`src/rtl/pkt_tx_pkg.sv`:
```
// Package pkt_tx_pkg
// Shared entry type and low-water mark computation for the packet
// transmit FIFO. Assumes byte-wide data.
package pkt_tx_pkg;

    localparam int unsigned BYTE_W = 8;

    // One stored element: the byte and its end-of-packet marker.
    typedef struct packed {
        logic              eop;
        logic [BYTE_W-1:0] data;
    } tx_entry_t;

    localparam int unsigned ENTRY_W = $bits(tx_entry_t);

    // Number of selectable low-water levels (2-bit code).
    localparam int unsigned N_MARKS = 4;

    // Low-water mark in bytes for a code, as a fraction of the depth:
    // 1/8, 1/4, 1/2, 3/4.
    function automatic int unsigned low_mark(input int unsigned code,
                                             input int unsigned depth);
        case (code)
            0:       return depth / 8;
            1:       return depth / 4;
            2:       return depth / 2;
            default: return (depth * 3) / 4;
        endcase
    endfunction

endpackage

```
`src/rtl/tx_byte_store.sv`:
```
// Module tx_byte_store
// Circular storage for FIFO entries. Push and pop arrive already
// qualified (never a push when full, never a pop when empty, never a
// pop together with clear). Popped entries are registered on the output.
// The head entry is also offered combinationally so that callers can
// inspect the marker of the entry being popped. DEPTH must be a power
// of two.
module tx_byte_store #(
    parameter int unsigned DEPTH = 128,
    parameter int unsigned W     = 9
) (
    input  logic         clk,
    input  logic         rst_n,
    input  logic         clear,
    input  logic         push,
    input  logic [W-1:0] push_entry,
    input  logic         pop,
    output logic [W-1:0] head_entry,
    output logic [W-1:0] out_entry,
    output logic         out_valid
);
    localparam int unsigned AW = $clog2(DEPTH);

    logic [W-1:0]  mem [DEPTH];
    logic [AW-1:0] wr_ptr;
    logic [AW-1:0] rd_ptr;

    // Write the accepted entry into the array (no reset on storage).
    always_ff @(posedge clk) begin
        if (push) begin
            mem[wr_ptr] <= push_entry;
        end
    end

    // Advance write and read pointers; a clear rewinds both.
    always_ff @(posedge clk) begin
        if (!rst_n || clear) begin
            wr_ptr <= '0;
            rd_ptr <= '0;
        end else begin
            if (push) wr_ptr <= wr_ptr + 1'b1;
            if (pop)  rd_ptr <= rd_ptr + 1'b1;
        end
    end

    // Register the popped entry and its valid strobe.
    always_ff @(posedge clk) begin
        if (!rst_n) begin
            out_entry <= '0;
            out_valid <= 1'b0;
        end else begin
            out_valid <= pop;
            if (pop) out_entry <= mem[rd_ptr];
        end
    end

    // Offer the entry at the read pointer without a clock delay.
    always_comb begin
        head_entry = mem[rd_ptr];
    end


    // A cycle with no accepted pop must not produce a valid output.
    no_phantom_pop_chk: assert property (@(posedge clk) disable iff (!rst_n)
        !pop |=> !out_valid);

endmodule

```
`src/rtl/tx_fill_status.sv`:
```
// Module tx_fill_status
// Keeps the stored-byte count and qualifies host writes and framer pops
// against it. Derives full, empty and the low-water ready level. The
// ready level compares the count with one of four marks chosen by
// low_code. Clear has priority over both requests.
module tx_fill_status #(
    parameter int unsigned DEPTH = 128
) (
    input  logic       clk,
    input  logic       rst_n,
    input  logic       clear,
    input  logic       wr_req,
    input  logic       rd_req,
    input  logic [1:0] low_code,
    output logic       push,
    output logic       pop,
    output logic       full,
    output logic       empty,
    output logic       ready
);
    import pkt_tx_pkg::*;

    localparam int unsigned CW = $clog2(DEPTH + 1);

    logic [CW-1:0]      count;
    logic [N_MARKS-1:0] below;

    // Accept requests only when they can be honoured and no clear is active.
    always_comb begin
        push = wr_req && !full && !clear;
        pop  = rd_req && !empty && !clear;
    end

    // Track the number of stored bytes.
    always_ff @(posedge clk) begin
        if (!rst_n || clear) begin
            count <= '0;
        end else begin
            case ({push, pop})
                2'b10:   count <= count + 1'b1;
                2'b01:   count <= count - 1'b1;
                default: count <= count;
            endcase
        end
    end

    // Compare the count with every selectable low-water mark.
    for (genvar m = 0; m < N_MARKS; m++) begin : g_mark
        localparam logic [CW-1:0] MARK = CW'(low_mark(m, DEPTH));
        always_comb begin
            below[m] = (count < MARK);
        end
    end

    // Level flags from the registered count.
    always_comb begin
        full  = (count == CW'(DEPTH));
        empty = (count == '0);
        ready = below[low_code];
    end


    no_overflow_chk: assert property (@(posedge clk) disable iff (!rst_n)
        count <= CW'(DEPTH));


    full_empty_excl_chk: assert property (@(posedge clk) disable iff (!rst_n)
        !(full && empty));


    full_drop_chk: assert property (@(posedge clk) disable iff (!rst_n)
        (wr_req && full && !rd_req && !clear) |=> full);

endmodule

```
`src/rtl/tx_irq_sticky.sv`:
```
// Module tx_irq_sticky
// Detects the two interrupt events and holds them in sticky flags that
// the host clears by writing 1. The events are a rising ready level and
// the buffer running dry in the middle of a packet. An underrun is armed
// when a byte without end-of-packet is popped. It fires once when the
// buffer is empty and is cancelled by clear. A set event beats a
// clear in the same cycle.
module tx_irq_sticky (
    input  logic clk,
    input  logic rst_n,
    input  logic clear,
    input  logic ready,
    input  logic empty,
    input  logic pop,
    input  logic head_eop,
    input  logic rdy_en,
    input  logic udr_en,
    input  logic rdy_clr,
    input  logic udr_clr,
    output logic rdy_flag,
    output logic udr_flag,
    output logic irq
);
    localparam int unsigned N_SRC = 2;
    localparam int unsigned SRC_RDY = 0;
    localparam int unsigned SRC_UDR = 1;

    logic             ready_q;
    logic             udr_armed;
    logic [N_SRC-1:0] event_v;
    logic [N_SRC-1:0] en_v;
    logic [N_SRC-1:0] clr_v;
    logic [N_SRC-1:0] flag_v;

    // Remember the previous ready level; reset matches the empty state.
    always_ff @(posedge clk) begin
        if (!rst_n) ready_q <= 1'b1;
        else        ready_q <= ready;
    end

    // Arm underrun on a mid-packet pop; disarm on fire, on EOP or on clear.
    always_ff @(posedge clk) begin
        if (!rst_n || clear)      udr_armed <= 1'b0;
        else if (pop)             udr_armed <= !head_eop;
        else if (empty)           udr_armed <= 1'b0;
    end

    // Collect per-source event, enable and clear vectors.
    always_comb begin
        event_v[SRC_RDY] = ready && !ready_q;
        event_v[SRC_UDR] = empty && udr_armed;
        en_v[SRC_RDY]    = rdy_en;
        en_v[SRC_UDR]    = udr_en;
        clr_v[SRC_RDY]   = rdy_clr;
        clr_v[SRC_UDR]   = udr_clr;
    end

    // One sticky bit per source; set wins over write-1 clear.
    for (genvar s = 0; s < N_SRC; s++) begin : g_src
        always_ff @(posedge clk) begin
            if (!rst_n)          flag_v[s] <= 1'b0;
            else if (event_v[s]) flag_v[s] <= 1'b1;
            else if (clr_v[s])   flag_v[s] <= 1'b0;
        end
    end

    // Combine enabled flags into the interrupt line.
    always_comb begin
        rdy_flag = flag_v[SRC_RDY];
        udr_flag = flag_v[SRC_UDR];
        irq      = |(flag_v & en_v);
    end


    rdy_cause_chk: assert property (@(posedge clk) disable iff (!rst_n)
        $rose(rdy_flag) |-> $past(ready));


    udr_cause_chk: assert property (@(posedge clk) disable iff (!rst_n)
        $rose(udr_flag) |-> $past(empty));


    rdy_sticky_chk: assert property (@(posedge clk) disable iff (!rst_n)
        (rdy_flag && !rdy_clr) |=> rdy_flag);


    udr_sticky_chk: assert property (@(posedge clk) disable iff (!rst_n)
        (udr_flag && !udr_clr) |=> udr_flag);

endmodule

```
`src/rtl/pkt_tx_fifo.sv`:
```
// Module pkt_tx_fifo
// Top of the packet transmit FIFO. Detects the rising edge of the
// soft-reset control bit and ties together the fill tracker, the entry
// storage and the sticky interrupt logic. Assumes the host and framer
// share one clock.
module pkt_tx_fifo #(
    parameter int unsigned DEPTH = 128
) (
    input  logic       clk,
    input  logic       rst_n,
    input  logic       wr_en,
    input  logic [7:0] wr_data,
    input  logic       wr_eop,
    input  logic       rd_en,
    output logic [7:0] rd_data,
    output logic       rd_eop,
    output logic       rd_valid,
    input  logic [1:0] low_code,
    input  logic       soft_rst,
    output logic       full,
    output logic       empty,
    output logic       ready,
    input  logic       rdy_irq_en,
    input  logic       udr_irq_en,
    input  logic       rdy_irq_clr,
    input  logic       udr_irq_clr,
    output logic       rdy_flag,
    output logic       udr_flag,
    output logic       irq
);
    import pkt_tx_pkg::*;

    logic      soft_q;
    logic      soft_pulse;
    logic      push;
    logic      pop;
    tx_entry_t in_entry;
    tx_entry_t head_entry;
    tx_entry_t out_entry;

    // Sample the control bit to find its 0-to-1 transition.
    always_ff @(posedge clk) begin
        if (!rst_n) soft_q <= 1'b0;
        else        soft_q <= soft_rst;
    end

    // Form the clear pulse and the entry to store.
    always_comb begin
        soft_pulse    = soft_rst && !soft_q;
        in_entry.eop  = wr_eop;
        in_entry.data = wr_data;
    end

    tx_fill_status #(.DEPTH(DEPTH)) u_status (
        .clk      (clk),
        .rst_n    (rst_n),
        .clear    (soft_pulse),
        .wr_req   (wr_en),
        .rd_req   (rd_en),
        .low_code (low_code),
        .push     (push),
        .pop      (pop),
        .full     (full),
        .empty    (empty),
        .ready    (ready)
    );

    tx_byte_store #(.DEPTH(DEPTH), .W(ENTRY_W)) u_store (
        .clk        (clk),
        .rst_n      (rst_n),
        .clear      (soft_pulse),
        .push       (push),
        .push_entry (in_entry),
        .pop        (pop),
        .head_entry (head_entry),
        .out_entry  (out_entry),
        .out_valid  (rd_valid)
    );

    tx_irq_sticky u_irq (
        .clk      (clk),
        .rst_n    (rst_n),
        .clear    (soft_pulse),
        .ready    (ready),
        .empty    (empty),
        .pop      (pop),
        .head_eop (head_entry.eop),
        .rdy_en   (rdy_irq_en),
        .udr_en   (udr_irq_en),
        .rdy_clr  (rdy_irq_clr),
        .udr_clr  (udr_irq_clr),
        .rdy_flag (rdy_flag),
        .udr_flag (udr_flag),
        .irq      (irq)
    );

    // Present the registered popped entry.
    always_comb begin
        rd_data = out_entry.data;
        rd_eop  = out_entry.eop;
    end


    soft_clear_chk: assert property (@(posedge clk) disable iff (!rst_n)
        $rose(soft_rst) |=> empty);


    irq_source_chk: assert property (@(posedge clk) disable iff (!rst_n)
        irq |-> (rdy_flag || udr_flag));

endmodule

```
`config.mk`:
```
export PLATFORM = sky130hd
export DESIGN_NAME = pkt_tx_fifo
export DESIGN_NICKNAME = d
export VERILOG_FILES = /design/src/rtl/pkt_tx_pkg.sv /design/src/rtl/tx_byte_store.sv /design/src/rtl/tx_fill_status.sv /design/src/rtl/tx_irq_sticky.sv /design/src/rtl/pkt_tx_fifo.sv
export SDC_FILE = /design/constraint.sdc
export NUM_CORES = 1
export LEC_CHECK = 0
export BUFFER_PORTS_ARGS = -buffer_cell sky130_fd_sc_hd__buf_4
export CAP_MARGIN = 20
export CORE_MARGIN = 5
export CORE_UTILIZATION = 57
export DETAILED_ROUTE_END_ITERATION = 8
export PLACE_DENSITY = 0.85
export SETUP_SLACK_MARGIN = 0.15
export SKIP_CTS_REPAIR_TIMING = 1
export SYNTH_ARGS = -nofsm -noshare
export SYNTH_HDL_FRONTEND = slang
export SYNTH_SLANG_ARGS = --single-unit
```
`constraint.sdc`:
```
create_clock -name clk -period 4.05 [get_ports clk]
set_input_delay 0.81 -clock clk [delete_from_list [all_inputs] [get_ports clk]]
set_output_delay 0.81 -clock clk [all_outputs]
set_load 0.05 [all_outputs]
```
* Word-level counts from Yosys, hierarchy flattened *
Memories as Yosys holds them, arrays and structs flattened. A register that Yosys moved wholly into a read port is not among the register bits.
Cells that the tools add are included.

cells by class
  add/subtract/negate cells = 4
  multiply operators = 0
  div/mod/pow operators = 0
  magnitude comparators = 5
  equality and inequality tests = 3
  shift-type cells = 0
  mux-type cells = 13
  bitwise gates (word level) = 1
  reduce and logical (&&, ||, !) cells = 21

operators with widths
  cell                                                 number
  < comparator 8 x 7 -> 1 bit, second input constant   2
  one-hot mux 8 bit (2 select lines)                   1
  adder 7 x 1 -> 7 bit, second input constant          2
  2-to-1 mux 7 bit                                     2
  2-to-1 mux 1 bit                                     9
  adder 8 x 1 -> 8 bit, second input constant          1
  equality test 8 bit, second input constant           1
  zero test 8 bit                                      1
  < comparator 8 x 5 -> 1 bit, second input constant   1
  < comparator 8 x 6 -> 1 bit, second input constant   1
  nonzero test 2 bit                                   4
  subtractor 8 x 1 -> 8 bit, second input constant     1
  logical AND 1 bit                                    7
  zero test 1 bit                                      7
  < comparator 2 x 3 -> 1 bit, second input constant   1
  bitwise AND 2 bit                                    1
  binary-select mux 1 bit (select 2 bit)               1
  equality test 2 x 1 -> 1 bit, second input constant  1
  equality test 2 bit, second input constant           1
  OR reduction 2 bit                                   1
  logical OR 1 bit                                     1

word-level totals
  register bits after elaboration = 37
  latch bits = 0
  RAM bits = 1152
  memory bits (read-only) = 0
  output and inout port bits = 16
  logic and storage cells = 58
  memories = 1

memories
  name         words  width  read ports  clocked after Yosys merged registers in  wr ports  RTL line             text
  u_store.mem  128    9      1           1                                        1         tx_byte_store.sv:24  logic [W-1:0] mem [DEPTH];

* Logic depth before layout (Yosys ltp) *
Gate-level depths: netlist of the first run.

  depth in word-level cells = 6
  gate-level depth with buffers = 17
  gate-level depth less buffers = 14

* Cells and area by module *
Synthesis of the first run repeated with hierarchy kept, for this count alone.

second synthesis, totals
  cells, all modules = 2509
  area total of the unflattened synthesis = 47648.2 µm²

by module, submodules not included
  module          instances  cells each  area each (µm²)  sequential area each (µm²)
  tx_byte_store   1          2407        46748.6          35213.8
  tx_fill_status  1          83          698.2            160.2
  tx_irq_sticky   1          16          161.4            80.1
  pkt_tx_fifo     1          3           40.0             20.0

* Worst setup path before layout of the first run *
No wires, ideal clock.

  path type = input to register
  start = in soft_rst
  end = reg u_status.count[4]
  setup time = 0.072 ns
  data arrival time = 3.871 ns
  setup slack = 0.107 ns
  cell stages on the path = 17
  buffers on the path = 4
  cell sequence = nand2b_1 -> clkbuf_1 -> and2_1 -> nand2_1 -> inv_1 -> clkbuf_1 -> ha_1 -> clkbuf_1 -> clkbuf_1 -> xor2_1 -> ha_1 -> or4_1 -> nand3_1 -> o31a_1 -> or3_1 -> a21oi_1 -> mux2i_1

on the way
  word-level cells in the longest chain between the ends = 5
  elaborated cells between the ends (all ways) = 9
  classes of those cells = 2 x eq/ne; 1 x mux; 6 x reduce/logical

ends and longest elaborated chain
  element                                                                          RTL line              text
  start: declaration                                                               pkt_tx_fifo.sv:19     input logic soft_rst,
  logical AND 1 bit (*)                                                            pkt_tx_fifo.sv:49     soft_pulse = soft_rst && !soft_q;
  zero test 1 bit (*)                                                              tx_fill_status.sv:31  pop = rd_req && !empty && !clear;
  logical AND 1 bit (*)                                                            tx_fill_status.sv:31
  named net pop                                                                    pkt_tx_fifo.sv:36     logic pop;
  equality test 2 x 1 -> 1 bit / equality test 2 bit (equally long branches)       tx_fill_status.sv:39  case ({push, pop})
  one-hot mux 8 bit (2 select lines) / nonzero test 2 bit (equally long branches)  -
  end signal: assignment                                                           tx_fill_status.sv:40  2'b10: count <= count + 1'b1;
  end signal: assignment                                                           tx_fill_status.sv:41  2'b01: count <= count - 1'b1;
  end signal: assignment                                                           tx_fill_status.sv:42  default: count <= count;
  end: declaration                                                                 tx_fill_status.sv:25  logic [CW-1:0] count;

The timed path passes the listed nets; every way through them passes the cells marked *.
A chain may end at the register's enable or synchronous reset.

* Worst setup path in the final report of the first run *
  start = reg u_status.count[4]
  end = reg u_status.count[5]

on the way
  word-level cells in the longest chain between the ends = 6
  elaborated cells between the ends (all ways) = 14
  classes of those cells = 2 x add/sub; 3 x eq/ne; 1 x mux; 8 x reduce/logical

ends and longest elaborated chain
  element                                                                          RTL line
  equality test 8 bit / zero test 8 bit (equally long branches)                    tx_fill_status.sv:57, tx_fill_status.sv:58
  zero test 1 bit (on tied branches)                                               tx_fill_status.sv:30, tx_fill_status.sv:31
  logical AND 1 bit (on tied branches) (2 in series)                               tx_fill_status.sv:30, tx_fill_status.sv:31
  equality test 2 x 1 -> 1 bit / equality test 2 bit (equally long branches)       tx_fill_status.sv:39
  one-hot mux 8 bit (2 select lines) / nonzero test 2 bit (equally long branches)  -

Parallel ways exist; a longest one is shown, timed or not.

==> results.sh, run 1 <==
export IMPL_wirelength_mm=120.7
export IMPL_yosys_top_cells_area="edfxtp_1 74%, mux4_2 16%, dfxtp_1 1.9%"
export IMPL_critical_path_max_fanout=19
export IMPL_min_path_type="input port to flop"
export IMPL_fin_crit_ps=3488
export IMPL_yosysMostFrequentCell="edfxtp_1"
export IMPL_finalCritPeriodShare=0.8613
export IMPL_crit_chain="or4_4 -> or3_4 -> nand2_1 -> inv_1 -> ha_1 -> buf_4 -> and3b_1 -> o21ai_0 -> o32a_1 -> or3_1 -> a2111o_1 -> o21ai_0"
export IMPL_row_count=104
export IMPL_clock_path_buffers=3
export IMPL_ys_types=58
export IMPL_ff2ff_setup_slack_ps=560
export IMPL_slew_limit_headroom=0.1884
export IMPL_grt_pass1_vias=24820
export IMPL_critPathTopFamily="simple AND/OR/NAND/NOR gates"
export IMPL_fmax_mhz=286.7
export IMPL_vias_per_cell=7.054
export IMPL_ys_warn_count=0
export IMPL_crit_path_end_kind="flop"
export IMPL_crit_top_cell="o21ai_0"
export IMPL_die_area_um2=87480
export IMPL_wl_per_cell_um=34.54
export IMPL_nets=2364
export IMPL_slowest_stage="or4_4"
export IMPL_synth_top_cells_by_count="1152 x edfxtp_1, 326 x mux4_2, 169 x nor2_1, 55 x nand2_1, 50 x mux2i_1"
export IMPL_synth_top_cell_by_area="edfxtp_1"
export IMPL_io_buffers=35
export IMPL_fin_util=0.6478
export IMPL_clock_latency_ps=700
export IMPL_synth_compound_area_frac=0.01892
export IMPL_slew_viol_final=0
export IMPL_worst_endpoint_required_ps=4640
export IMPL_synth_xor_area_frac=0.002258
export IMPL_synth_avg_cell_area_um2=21.16
export IMPL_grt_max_degree=129
export IMPL_initial_core_util=0.5760
export IMPL_fp_dieW_um=295.8
export IMPL_synth_fp_nets=2224
export IMPL_ys_ff_latch=1196
export IMPL_setup_tns_final_ps=0
export IMPL_cts_sinks=1196
export IMPL_maxCapViolCount=0
export IMPL_die_h_um=295.8
export IMPL_antenna_left=0
export IMPL_synthMuxAreaShare=0.1692
export IMPL_hold_viol_final=0
export IMPL_vias=24660
export IMPL_nFillCells=4736
export IMPL_crit_path_start_kind="flop"
export IMPL_gp_congestion=0.8441
export IMPL_synth_edf_count=1152
export IMPL_dp_hpwl_mm=66.08
export IMPL_yosysSeqAreaShare=0.7621
export IMPL_drc=0
export IMPL_htree_levels=3
export IMPL_power_density_nw_per_um2=474.3
export IMPL_crit_type="flop to flop"
export IMPL_crit_path_max_incr_delay_ps=580
export IMPL_path_buf_inv=2
export IMPL_synth_top_family_by_area="multiplexers"
export IMPL_yosys_most_used_dff="edfxtp_1"
export IMPL_netlist_instances=2200
export IMPL_ir_worst_vdd_mv=0.3250
export IMPL_drive_above_1_share=0.2704
export IMPL_status="completed"
export IMPL_worstMarginPinSlew_ps=1217
export IMPL_antenna_found_initial=2
export IMPL_first_pass_iters=6
export IMPL_boundaryPins=36
export IMPL_fin_ws_ps=561.7
export IMPL_async_reset_ff_frac=0
export IMPL_rsz0062_at_grt="false"
export IMPL_synthSimpleGateAreaFrac=0.03381
export IMPL_pre_cts_slack_ps=470.1
export IMPL_first_iter_violations=4148
export IMPL_grt_ovfl_total=0
export IMPL_grt_pass1_wl_mm=174.7
export IMPL_area_growth_pct=12.46
export IMPL_path_clk_slew_ps=60
export IMPL_cts_root_buffer="clkbuf_16"
export IMPL_critPathArrivalTime_ps=4070
export IMPL_cts_made_buffers=110
export IMPL_cts_tree="yes"
export IMPL_core_um2=80810
export IMPL_cellLeakagePower_nw=15.82
export IMPL_synth_area_um2=46550
export IMPL_clock_skew_final_ps=51.25
export IMPL_synth_top_area_frac=0.7432
export IMPL_track_usage=0.2756
export IMPL_synth_adder_area_share=0.001075
export IMPL_setup_viol=0
-- cell usage in the layout, fill, tap and decap left out, types with 24 or more instances in the layout --
cell type	count
clkinv_2	30
dfxtp_1	39
o21ai_0	24
nand2_1	55
edfxtp_1	1152
mux4_2	326
nor2_1	169
clkbuf_16	114
buf_4	134
nand3_1	28
mux2i_1	50
-- logic make-up (layout without fill, tap and decap cells) --
kind of cell,count (synthesis),after routing
xor gates and xnor gates,12,12
and+or+nand+nor,346,346
other,0,2
adders and majority gates,4,4
AOI/OAI and AO/OA,126,126
muxes,379,379
DFF,1196,1196
buffers and inverters,137,370
-- worst register-to-register path: cells and delay by family (launching register included) --
| family | cells | cell delay (ps) |
|---|---|---|
| AOI/OAI and AO/OA | 4 | 830 |
| buffers and inverters | 2 | 270 |
| adders and majority gates | 1 | 220 |
| and+or+nand+nor | 5 | 1680 |
| DFF | 1 | 430 |
-- cell type report --
cell class | instances | area, µm² | share of cell area
diodes | 2 | 5.005 | 0.00009560
clock buffers | 133 | 2944 | 0.05624
clock inverters | 72 | 669.4 | 0.01279
inverters | 14 | 52.55 | 0.001004
multi-input cells | 867 | 10490 | 0.2003
flip-flops and latches | 1196 | 35490 | 0.6780
well taps | 1060 | 1326 | 0.02534
repair buffers | 151 | 1375 | 0.02627
-- flip-flops by register name, indices dropped and copies added (netlist names), named ones only --
| register | cells |
|---|---|
| u_store.wr_ptr | 7 |
| u_irq.ready_q | 1 |
| soft_q | 1 |
| u_store.mem | 1152 |
| u_irq.udr_flag | 1 |
| u_store.rd_ptr | 7 |
| u_store.out_valid | 1 |
| u_store.out_entry | 9 |
| u_irq.rdy_flag | 1 |
| u_status.count | 8 |
| u_irq.udr_armed | 1 |
-- report_power, final --
group          total [mW]  internal, mW  switching, mW
clock                10.5          5.93           4.57
combinational       0.739         0.249          0.490
sequential           13.6          13.6         0.0277
-- metrics by stage --
stage	hold WS (ps)	power [mW]	cell area [µm²]	cells
final	371.7	24.83	52350	3495
after detailed placement	487.4	14.56	48610	3283
after global routing	376.8	25.49	52340	3493
after CTS	347.4	24.80	52220	3488
after global placement	472.7	14.52	48580	3282
after floorplan	464.3	14.19	46550	2200
-- path summary, 6_finish.rpt --
path                                           start  depth (start not counted)                   end
worst max-delay path               u_status.count[4]                         12     u_status.count[5]
worst min-delay path                        soft_rst                          2                soft_q
worst max register to register     u_status.count[4]                         12     u_status.count[5]
worst min register to register  u_store.out_entry[8]                          2  u_store.out_entry[8]
-- metal layers --
layer	wire, µm	up-vias	GRT usage
met1	41150	12610	0.3730
met4	6275	2	0.1125
met3	14130	404	0.06096
met5	13	-	0
li1	-	9437	-
met2	59160	2198	0.4461
No activity file was read; power rests on OpenSTA's default activity.
==> run 2: changes to the inputs <==
- CELL_PAD_IN_SITES_DETAIL_PLACEMENT: not set -> 0
- CELL_PAD_IN_SITES_GLOBAL_PLACEMENT: not set -> 1
- CORE_UTILIZATION: 57 -> 51
- clock period: 4.05 -> 3.1 ns (I/O delays scaled with it)
==> run 2 against run 1 <==
The run now ends with negative setup slack left. Sequential power grew 30%. Critical path depth grew 1. Final cell count grew 7.0%. Register-to-register slack lost 610 ps. Largest cell class unchanged. Highest routed layer is now met4.
==> results.sh, run 2 (synthesized netlist as in run 1, its figures left out) <==
export IMPL_largest_reg_flops=1152
export IMPL_dp_hpwl_mm=67.67
export IMPL_path_buf_inv=1
export IMPL_critical_path_max_fanout=4
export IMPL_power_switching_mw=6.620
export IMPL_worstMarginPinSlew_ps=877.0
export IMPL_cellLeakagePower_nw=16.53
export IMPL_cts_tree="yes"
export IMPL_track_usage=0.2227
export IMPL_boundaryPins=36
export IMPL_first_pass_iters=5
export IMPL_die_area_um2=97410
export IMPL_crit_chain="or4_4 -> or3_4 -> nand2_4 -> inv_4 -> ha_4 -> xor2_1 -> ha_2 -> or4_1 -> nand3_1 -> o31a_1 -> nand4_1 -> o211a_1 -> o211ai_1"
export IMPL_area_growth_pct=15.40
export IMPL_vias_per_cell=6.296
export IMPL_vias=23540
export IMPL_io_buffers=35
export IMPL_grt_util_met2=0.3630
export IMPL_rsz0062_at_grt="true"
export IMPL_cts_sinks=1196
export IMPL_layout_common_cells="1152 x edfxtp_1, 326 x mux4_2, 246 x buf_4, 168 x nor2_1, 113 x clkbuf_16"
export IMPL_slew_limit_headroom=0.4153
export IMPL_clock_latency_ps=700
export IMPL_drc=0
export IMPL_placed_area_um2=49920
export IMPL_clock_skew_final_ps=25.07
export IMPL_grt_pass1_wl_mm=161.3
export IMPL_fin_ws_ps=-52.32
export IMPL_finalCritPeriodShare=1.017
export IMPL_crit_path_start_kind="flop"
export IMPL_critPathTopFamily="simple AND/OR/NAND/NOR gates"
export IMPL_stdcell_count=3739
export IMPL_crit_path_end_kind="flop"
export IMPL_setup_tns_final_ps=-86.13
export IMPL_wl_per_cell_um=29.20
export IMPL_fp_dieW_um=312.1
export IMPL_antenna_left=0
export IMPL_pwr_share_seq=0.549
export IMPL_comb_power_share=0.032
export IMPL_fin_area_um2=53720
export IMPL_grt_pass1_vias=23940
export IMPL_hold_worst_slack_ps=149.3
export IMPL_use_met1=0.3130
export IMPL_critPathArrivalTime_ps=3760
export IMPL_min_path_type="input port to flop"
export IMPL_cts_root_buffer="clkbuf_16"
export IMPL_cts_made_buffers=112
export IMPL_path_clk_slew_ps=70
export IMPL_grt_max_degree=81
export IMPL_swShare=0.2047
export IMPL_crit_path_max_incr_delay_ps=530
export IMPL_slew_viol_final=0
export IMPL_core_um2=90290
export IMPL_drive_above_1_share=0.3117
export IMPL_nets=2492
export IMPL_fin_crit_ps=3152
export IMPL_wirelength_mm=109.2
export IMPL_gp_congestion=0.8929
export IMPL_htree_levels=3
export IMPL_top_register="u_store.mem"
export IMPL_fin_util=0.5950
export IMPL_power_internal_mw=25.72
export IMPL_crit_type="flop to flop"
export IMPL_seq_area_um2=35490
export IMPL_violations="negative setup slack"
export IMPL_status="complete, but fails checks"
export IMPL_power_frac_clock=0.420
export IMPL_ir_worst_vdd_mv=0.4852
export IMPL_mostFrequentLayoutCell="edfxtp_1"
export IMPL_clock_path_buffers=3
export IMPL_fmax_mhz=317.2
export IMPL_power_density_nw_per_um2=602.0
export IMPL_setup_viol=2
export IMPL_antenna_found_initial=0
export IMPL_insertedDiodeCount=0
export IMPL_maxCapViolCount=0
export IMPL_first_iter_violations=2940
export IMPL_initial_core_util=0.5156
export IMPL_worst_endpoint_required_ps=3710
export IMPL_hold_viol_final=0
export IMPL_grt_busiest_layer="met2"
export IMPL_nFillCells=6106
export IMPL_gr_usage_met3=0.04128
export IMPL_place_inst=3524
export IMPL_slowest_stage="or4_4"
export IMPL_pre_cts_slack_ps=-20.93
export IMPL_die_h_um=312.1
export IMPL_grt_ovfl_total=0
export IMPL_reg_largest_list="u_store.mem (1152), u_store.out_entry (9), u_status.count (8)"
export IMPL_p_total_mw=32.34
export IMPL_row_count=110
export IMPL_multi_input_area_um2=10550
==> run 2: cell type report <==
class                      count  share of cell area
sequential                  1196              0.6607
multi-input combinational    867              0.1964
clock buffer                 137             0.05525
timing repair buffer         277             0.04582
tap                         1176             0.02739
clock inverter                72             0.01328
inverter                      14            0.001165
==> run 2: metal layers <==
metal | vias to the layer above | wire [µm] | part of all wire
met5 | - | 0 | 0
met1 | 12350 | 41930 | 0.38
met3 | 171 | 9851 | 0.090
met2 | 1317 | 54180 | 0.50
li1 | 9702 | - | -
met4 | 0 | 3238 | 0.030
==> run 2: worst reg2reg max path: cells and delay by family, from the launching register on <==
| kind | cells | cell delay [ps] |
|---|---|---|
| AND/OR/NAND/NOR | 6 | 1680 |
| buffers and inverters | 1 | 40 |
| XOR/XNOR | 1 | 140 |
| adder cells (fa/ha/maj) | 2 | 330 |
| AO/OA/AOI/OAI | 3 | 540 |
| flip-flops | 1 | 320 |
==> run 2: power groups by stage <==
stage          combinational (mW)  clock [mW]  sequential [mW]
4_1_cts                     0.995        13.8             17.7
3_5_place_dp                0.988           0             18.1
6_report                     1.02        13.6             17.7
3_3_place_gp                0.960           0             18.1
5_1_grt                      1.09        14.5             17.7
2_1_floorplan               0.428           0             18.1
==> run 2: path summary, 6_finish.rpt <==
check                     from           endpoint  slack (ps)  cells past startpoint
max          u_status.count[6]  u_status.count[6]         -50                     13
min                   soft_rst             soft_q         150                      2
max reg2reg  u_status.count[6]  u_status.count[6]         -50                     13
min reg2reg  u_store.rd_ptr[1]  u_store.rd_ptr[1]         540                      2
